### src/rtl/secded_pkg.sv
package secded_pkg;
  localparam int DW = 16;
  localparam int PW = 5;
  localparam int CW = DW + PW + 1;

  typedef struct packed {
    logic [DW-1:0] data;
    logic          corr;
    logic          uncorr;
  } dec_t;

  function automatic bit is_pow2(int p);
    return (p & (p - 1)) == 0;
  endfunction

  // Position 0 is overall parity, powers of two hold check bits,
  // data fills the remaining positions LSB first.
  function automatic logic [CW-1:0] ecc_encode(logic [DW-1:0] d);
    logic [CW-1:0] c;
    int j;
    c = '0;
    j = 0;
    for (int p = 1; p < CW; p++) begin
      if (!is_pow2(p)) begin
        c[p] = d[j];
        j++;
      end
    end
    for (int k = 0; k < PW; k++) begin
      logic x;
      x = 1'b0;
      for (int p = 1; p < CW; p++) if (p[k]) x = x ^ c[p];
      c[1 << k] = x;
    end
    c[0] = ^c[CW-1:1];
    return c;
  endfunction

  function automatic dec_t ecc_decode(logic [CW-1:0] c);
    dec_t r;
    logic [PW-1:0] s;
    logic [CW-1:0] f;
    int j;
    s = '0;
    for (int k = 0; k < PW; k++)
      for (int p = 1; p < CW; p++) if (p[k]) s[k] = s[k] ^ c[p];
    f = c;
    r.corr = 1'b0;
    r.uncorr = 1'b0;
    if (^c) begin
      if (int'(s) < CW) begin
        f[s] = ~f[s];
        r.corr = 1'b1;
      end else begin
        r.uncorr = 1'b1;
      end
    end else if (s != '0) begin
      r.uncorr = 1'b1;
    end
    r.data = '0;
    j = 0;
    for (int p = 1; p < CW; p++) begin
      if (!is_pow2(p)) begin
        r.data[j] = f[p];
        j++;
      end
    end
    return r;
  endfunction

  function automatic logic [DW-1:0] bist_pat(logic lsb, logic phase);
    return (lsb ^ phase) ? {(DW/2){2'b10}} : {(DW/2){2'b01}};
  endfunction
endpackage

### src/rtl/secded_array.sv
module secded_array #(
  parameter int AW = 5,
  parameter int W  = 22
) (
  input  logic          clk,
  input  logic          we,
  input  logic          re,
  input  logic [AW-1:0] addr,
  input  logic [W-1:0]  wdata,
  output logic [W-1:0]  rdata
);
  localparam int DEPTH = 1 << AW;
  logic [W-1:0] mem [DEPTH];

  always_ff @(posedge clk) begin
    if (we) mem[addr] <= wdata;
    else if (re) rdata <= mem[addr];
  end
endmodule

### src/rtl/secded_dec.sv
module secded_dec
  import secded_pkg::*;
(
  input  logic [CW-1:0] code,
  output logic [DW-1:0] data,
  output logic          corr,
  output logic          uncorr
);
  dec_t res;
  always_comb res = ecc_decode(code);
  assign data   = res.data;
  assign corr   = res.corr;
  assign uncorr = res.uncorr;
endmodule

### src/rtl/secded_bist.sv
module secded_bist
  import secded_pkg::*;
#(
  parameter int AW = 5
) (
  input  logic          clk,
  input  logic          rst_n,
  input  logic          start,
  input  logic [DW-1:0] rd_data,
  input  logic          rd_corr,
  input  logic          rd_uncorr,
  output logic          busy,
  output logic          done,
  output logic          fail,
  output logic          we,
  output logic          re,
  output logic [AW-1:0] addr,
  output logic [DW-1:0] wdata
);
  localparam int DEPTH   = 1 << AW;
  localparam int RUN_LEN = 4 * DEPTH + 1;
  localparam logic [AW-1:0] LAST = AW'(DEPTH - 1);

  typedef enum logic [2:0] {B_IDLE, B_WR0, B_RD0, B_WR1, B_RD1, B_END} bst_t;
  bst_t          st;
  logic [AW-1:0] cnt;
  logic          chk_q;
  logic [DW-1:0] exp_q;
  logic          mismatch;
  logic [AW+2:0] run_cnt;

  assign busy     = (st != B_IDLE);
  assign we       = (st == B_WR0) || (st == B_WR1);
  assign re       = (st == B_RD0) || (st == B_RD1);
  assign addr     = cnt;
  assign wdata    = bist_pat(cnt[0], st == B_WR1);
  assign mismatch = chk_q && ((rd_data != exp_q) || rd_corr || rd_uncorr);

  always_ff @(posedge clk or negedge rst_n) begin
    if (!rst_n) begin
      st    <= B_IDLE;
      cnt   <= '0;
      done  <= 1'b0;
      fail  <= 1'b0;
      chk_q <= 1'b0;
      exp_q <= '0;
    end else begin
      chk_q <= 1'b0;
      if (mismatch) fail <= 1'b1;
      case (st)
        B_IDLE: if (start) begin
          st   <= B_WR0;
          cnt  <= '0;
          done <= 1'b0;
          fail <= 1'b0;
        end
        B_WR0, B_WR1: begin
          cnt <= cnt + 1'b1;
          if (cnt == LAST) st <= (st == B_WR0) ? B_RD0 : B_RD1;
        end
        B_RD0, B_RD1: begin
          chk_q <= 1'b1;
          exp_q <= bist_pat(cnt[0], st == B_RD1);
          cnt   <= cnt + 1'b1;
          if (cnt == LAST) st <= (st == B_RD0) ? B_WR1 : B_END;
        end
        B_END: begin
          done <= 1'b1;
          st   <= B_IDLE;
        end
        default: st <= B_IDLE;
      endcase
    end
  end

  // Run-length counter kept for the bound check below.
  always_ff @(posedge clk or negedge rst_n) begin
    if (!rst_n) run_cnt <= '0;
    else if (busy) run_cnt <= run_cnt + 1'b1;
    else run_cnt <= '0;
  end

  a_r7_run_bound: assert property (@(posedge clk) disable iff (!rst_n)
    busy |-> (int'(run_cnt) < RUN_LEN));
  a_r8_done_at_end: assert property (@(posedge clk) disable iff (!rst_n)
    $fell(busy) |-> done);
  a_r6_start_clears: assert property (@(posedge clk) disable iff (!rst_n)
    (start && !busy) |=> (busy && !done && !fail));
  a_r9_fail_sticky: assert property (@(posedge clk) disable iff (!rst_n)
    (fail && !start) |=> fail);
endmodule

### src/rtl/secded_ram_bist.sv
module secded_ram_bist
  import secded_pkg::*;
#(
  parameter int ADDR_W = 5
) (
  input  logic              clk,
  input  logic              rst_n,
  input  logic              wr_en,
  input  logic              rd_en,
  input  logic [ADDR_W-1:0] addr,
  input  logic [DW-1:0]     wr_data,
  input  logic [CW-1:0]     inj_mask,
  input  logic              bist_pin,
  input  logic              cfg_start,
  output logic              rd_valid,
  output logic [DW-1:0]     rd_data,
  output logic              err_corr,
  output logic              err_uncorr,
  output logic              bist_busy,
  output logic              bist_done,
  output logic              bist_fail
);
  logic              b_we, b_re;
  logic [ADDR_W-1:0] b_addr;
  logic [DW-1:0]     b_wdata;
  logic              acc_wr, acc_rd;
  logic              m_we, m_re;
  logic [ADDR_W-1:0] m_addr;
  logic [CW-1:0]     m_wcode, m_rcode;
  logic [DW-1:0]     d_data;
  logic              d_corr, d_uncorr;
  logic              rvalid_q;

  assign acc_wr  = wr_en && !bist_busy;
  assign acc_rd  = rd_en && !wr_en && !bist_busy;
  assign m_we    = bist_busy ? b_we : acc_wr;
  assign m_re    = bist_busy ? b_re : acc_rd;
  assign m_addr  = bist_busy ? b_addr : addr;
  assign m_wcode = ecc_encode(bist_busy ? b_wdata : wr_data) ^ inj_mask;

  secded_array #(.AW(ADDR_W), .W(CW)) u_array (
    .clk(clk), .we(m_we), .re(m_re), .addr(m_addr),
    .wdata(m_wcode), .rdata(m_rcode)
  );

  secded_dec u_dec (
    .code(m_rcode), .data(d_data), .corr(d_corr), .uncorr(d_uncorr)
  );

  secded_bist #(.AW(ADDR_W)) u_bist (
    .clk(clk), .rst_n(rst_n), .start(bist_pin || cfg_start),
    .rd_data(d_data), .rd_corr(d_corr), .rd_uncorr(d_uncorr),
    .busy(bist_busy), .done(bist_done), .fail(bist_fail),
    .we(b_we), .re(b_re), .addr(b_addr), .wdata(b_wdata)
  );

  always_ff @(posedge clk or negedge rst_n) begin
    if (!rst_n) rvalid_q <= 1'b0;
    else rvalid_q <= acc_rd;
  end

  assign rd_valid   = rvalid_q;
  assign rd_data    = rvalid_q ? d_data : '0;
  assign err_corr   = rvalid_q && d_corr;
  assign err_uncorr = rvalid_q && d_uncorr;

  a_r3_flag_needs_valid: assert property (@(posedge clk) disable iff (!rst_n)
    (err_corr || err_uncorr) |-> rd_valid);
  a_r4_flags_exclusive: assert property (@(posedge clk) disable iff (!rst_n)
    !(err_corr && err_uncorr));
  a_r5_write_wins: assert property (@(posedge clk) disable iff (!rst_n)
    (wr_en && rd_en) |=> !rd_valid);
  a_r10_quiet_busy: assert property (@(posedge clk) disable iff (!rst_n)
    $past(bist_busy) |-> !rd_valid);
endmodule

### config.mk
export PLATFORM = sky130hd
export DESIGN_NAME = secded_ram_bist
export DESIGN_NICKNAME = d
export VERILOG_FILES = /design/src/rtl/secded_pkg.sv /design/src/rtl/secded_array.sv /design/src/rtl/secded_dec.sv /design/src/rtl/secded_bist.sv /design/src/rtl/secded_ram_bist.sv
export SDC_FILE = /design/constraint.sdc
export NUM_CORES = 1
export LEC_CHECK = 0
export BUFFER_PORTS_ARGS = -buffer_cell sky130_fd_sc_hd__buf_4
export CAP_MARGIN = 20
export CORE_MARGIN = 1
export CORE_UTILIZATION = 24
export DETAILED_ROUTE_END_ITERATION = 16
export SYNTH_ARGS = -nofsm -noshare
export SYNTH_HDL_FRONTEND = slang
export SYNTH_SLANG_ARGS = --single-unit
### constraint.sdc
create_clock -name clk -period 5.05 [get_ports clk]
set_input_delay 0.505 -clock clk [delete_from_list [all_inputs] [get_ports clk]]
set_output_delay 0.505 -clock clk [all_outputs]
set_load 0.005 [all_outputs]
==> results.md <==
- Status: complete, no violations
- First-pass DRT Iterations: 7
- Clock tree from TritonCTS: built
- Hold path depth: 3
- Max Clock Skew: ~0.026 ns
- Number of synthesized flops with an enable pin: ~730
- Cell Rows: 130
- Initial antenna violation count: 4
- Cell Pwr Density: roughly 340 mW/mm²
- CP Buf/Inv Count: 2
- Gp weighted congestion: 0.837
- Critical Path End Type: output port
- CTS buffer count: 72
- Actual slew at the worst max-slew pin: 0.998 ns
- Post-synthesis sequential area ratio: 0.729
- Multi-input logic area: between 0.008 and 0.009 mm²
- Worst Path Max Fanout: 10
- Drc violations: 0
- Post-Syn Area: between 0.03 and 0.04 mm²
- P_sw: between 2 and 2.5 mW
- Final Routed Wirelength: around 80000 µm
- Combinational power share: 0.015
- Largest net degree at the start of global routing: 39
- Int Power: slightly above 10 mW
- Ys Warns: 0
- Slowest CP cell: edfxtp_1
- Worst Reg2Reg Path Length in Cells: 10
- Filler cells: approximately 12000
- Grt ovf: 0
- Stages on the worst setup path: 11
- Slew HR: 0.334
- Crit path arrival time: between 4 and 5 ns
- Post-Route Setup TNS: 0 ns
- DIE HEIGHT: between 300 and 400 µm
- Setup Buffers After CTS: 0
- Initial core utilization: 0.242
- Final core occ: 0.290
- Tmin final: between 4 and 5 ns
- Via/cell ratio: roughly 4.7
- ANT nets after route: 0
- GR Util All Layers: 0.124
- Worst vdd ir: 0.229 mV
- Post-Syn Nets: around 1600
- TritonCTS Sinks: between 700 and 800
- Post-synth cell types: 66
- CTS Root Cell: clkbuf_16
- Vias: ~16000
- Die ar.: ~0.13 mm²
- Drt initial violations: roughly 1500
- #FFs+latches synth: 740
- Post-DR wirelength/cell: roughly 23 µm
- Async SR Flop Fraction: 0.0189
- Clock Path Buffers: 3
- Net count, final: around 1800
- Commonest non-fill, non-tap cells in the layout: edfxtp_1, mux4_2, buf_4
- Core Region: around 0.13 mm²
- Final hold vios: 0
- Switching share of power: 0.195
- Clock share of power: 0.447
- Critical Path RT: about 4.6 ns
- H-tree level count: 3
- Die X: between 300 and 400 µm
- Final worst-path setup slack: ~0.35 ns
- Clk slew on worst S/H paths: about 0.07 ns
- Post-place instance area: between 0.03 and 0.04 mm²
- Register Area: 0.0222 mm²
- First-pass GRT wire length: 115000 µm
- Sequential share of power: 0.538
- Largest stage delay, worst path: approximately 0.59 ns
- Pleak: 11.6 nW
- P&R area growth vs syn: 20.0%
- Final setup viols: 0
- Synth Area per Inst: about 19 µm²
- RSZ-0062 raised after global routing: no
- Final Max Slew Viols: 0
- Port bufs: 70
- Ys flop type: edfxtp_1
- F_max: 213 MHz
- Commonest non-fill, non-tap cell in the layout: edfxtp_1
- Hpwl dp: ~49000 µm
- Gate Count Post-Synth: roughly 1600
- Number of global-route vias before repair: 16600
- Final instance area: about 0.036 mm²
- Worst hold path class: in -> reg
- Layout cell share with drive strength beyond 1: 0.293
- CP Cell Sequence: xnor2_1, xnor3_1, xor2_4, mux4_2, nand3_1, nand4_2, nor2b_1, buf_4, nand3_1, a21boi_0, buf_4
- Max-cap violations: 0
- Delay-heaviest family, CP: XOR/XNOR gates
- I/O Pins: between 70 and 80
- Crit start category: register
- Place WS: around 0.84 ns
- Clk_lat worst skew: about 0.64 ns
- Kind of critical path: reg -> out
- Final Cycle Share: 0.932
==> metrics by stage <==
step                instances  total power [mW]  hold WS [ns]
floorplan                1575              6.95         0.209
CTS                      3446              12.6         0.155
finish                   3451              12.5         0.202
global placement         3313              7.04         0.371
global route             3451              12.8         0.205
detailed placement       3315              7.06         0.379
==> kinds of logic (layout without fill, tap and decap cells) <==
logic type               after synthesis  in the layout  share of synthesized area
AND/OR/NAND/NOR                      239            239                     0.0369
other                                  0              1                          0
multiplexers                         218            218                      0.146
XOR/XNOR                             101            101                     0.0328
buffers and inverters                 77            302                    0.00992
flip-flops                           740            740                      0.729
AO/OA/AOI/OAI                        198            198                     0.0449
adder cells (fa/ha/maj)                2              2                   0.000823
==> final timing paths <==
check / startpoint / to / slack (ns)
worst max-delay path: u_array.rdata[11] / rd_data[9] / 0.35
worst min-delay path: wr_en / rd_valid / 0.20
worst max register to register: u_bist.st[1] / u_array.rdata[20] / 1.00
worst min register to register: u_bist.done / u_bist.done / 0.58
max in group asynchronous: rst_n / u_bist.addr[1] / 4.56
min in group asynchronous: rst_n / u_bist.fail / 0.30
==> timing repair <==
item                                    in CTS  in global routing
resized for setup                            0                  1
hold buffers                                 1                  0
endpoints found under the setup margin       0                  1
endpoints found under the hold margin       14                  0
==> cell usage after synthesis, types with 5 or more instances <==
cell type / number / share of area
nand3_1: 36 / 0.0059
nor3_1: 14 / 0.0023
a211oi_1: 5 / 0.0012
xor2_1: 25 / 0.0072
mux4_2: 180 / 0.13
nor4_1: 7 / 0.0014
inv_1: 6 / 0.00074
clkbuf_1: 46 / 0.0057
dfrtp_1: 14 / 0.012
nor2_1: 72 / 0.0089
nand4_1: 11 / 0.0023
mux2i_1: 36 / 0.012
a21oi_1: 27 / 0.0044
o22ai_1: 6 / 0.0012
buf_1: 20 / 0.0025
nand2_1: 59 / 0.0073
o211a_1: 12 / 0.0040
a22oi_1: 66 / 0.016
nor2b_1: 16 / 0.0033
o21ai_0: 46 / 0.0076
xnor3_1: 5 / 0.0037
edfxtp_1: 726 / 0.72
xnor2_1: 66 / 0.019
==> power groups by stage <==
stage,Clock [mW],Sequential (mW),Combinational [mW]
floorplan,0,6.87,0.0788
global placement,0,6.87,0.177
detailed placement,0,6.87,0.190
CTS,5.70,6.73,0.192
global route,5.90,6.73,0.211
finish,5.59,6.73,0.194
==> registers in the layout, indices dropped and copies added (netlist names) <==
signal         count
u_bist.fail        1
u_bist.addr        5
rd_valid           1
u_array.rdata     22
u_bist.st          3
u_array.mem      704
u_bist.exp_q       2
u_bist.done        1
u_bist.chk_q       1
==> metal layers <==
layer / global-route usage / routed length (µm) / up-vias
li1: - / - / 6831
met1: 0.158 / 32300 / 8549
met2: 0.209 / 39400 / 664
met3: 0.0240 / 6010 / 117
met4: 0.0427 / 2110 / 2
met5: 0 / 11 / -
==> worst register-to-register path: cells and delay by family, from the launching register on <==
family	cells	cell delay [ns]
buffers and inverters	3	0.93
multiplexers	1	0.40
flip-flops	1	0.60
AO/OA/AOI/OAI	1	0.36
AND/OR/NAND/NOR	5	1.40
==> final cells by class <==
class,instances,share of cell area
Sequential cell,740,0.607
Inverter,6,0.000618
Clock inverter,42,0.0151
Antenna cell,1,0.0000686
Timing Repair Buffer,166,0.0412
Tap cell,1650,0.0566
Clock buffer,88,0.0522
Multi-Input combinational cell,758,0.227
Note: power is estimated with default switching activity, not from simulation.
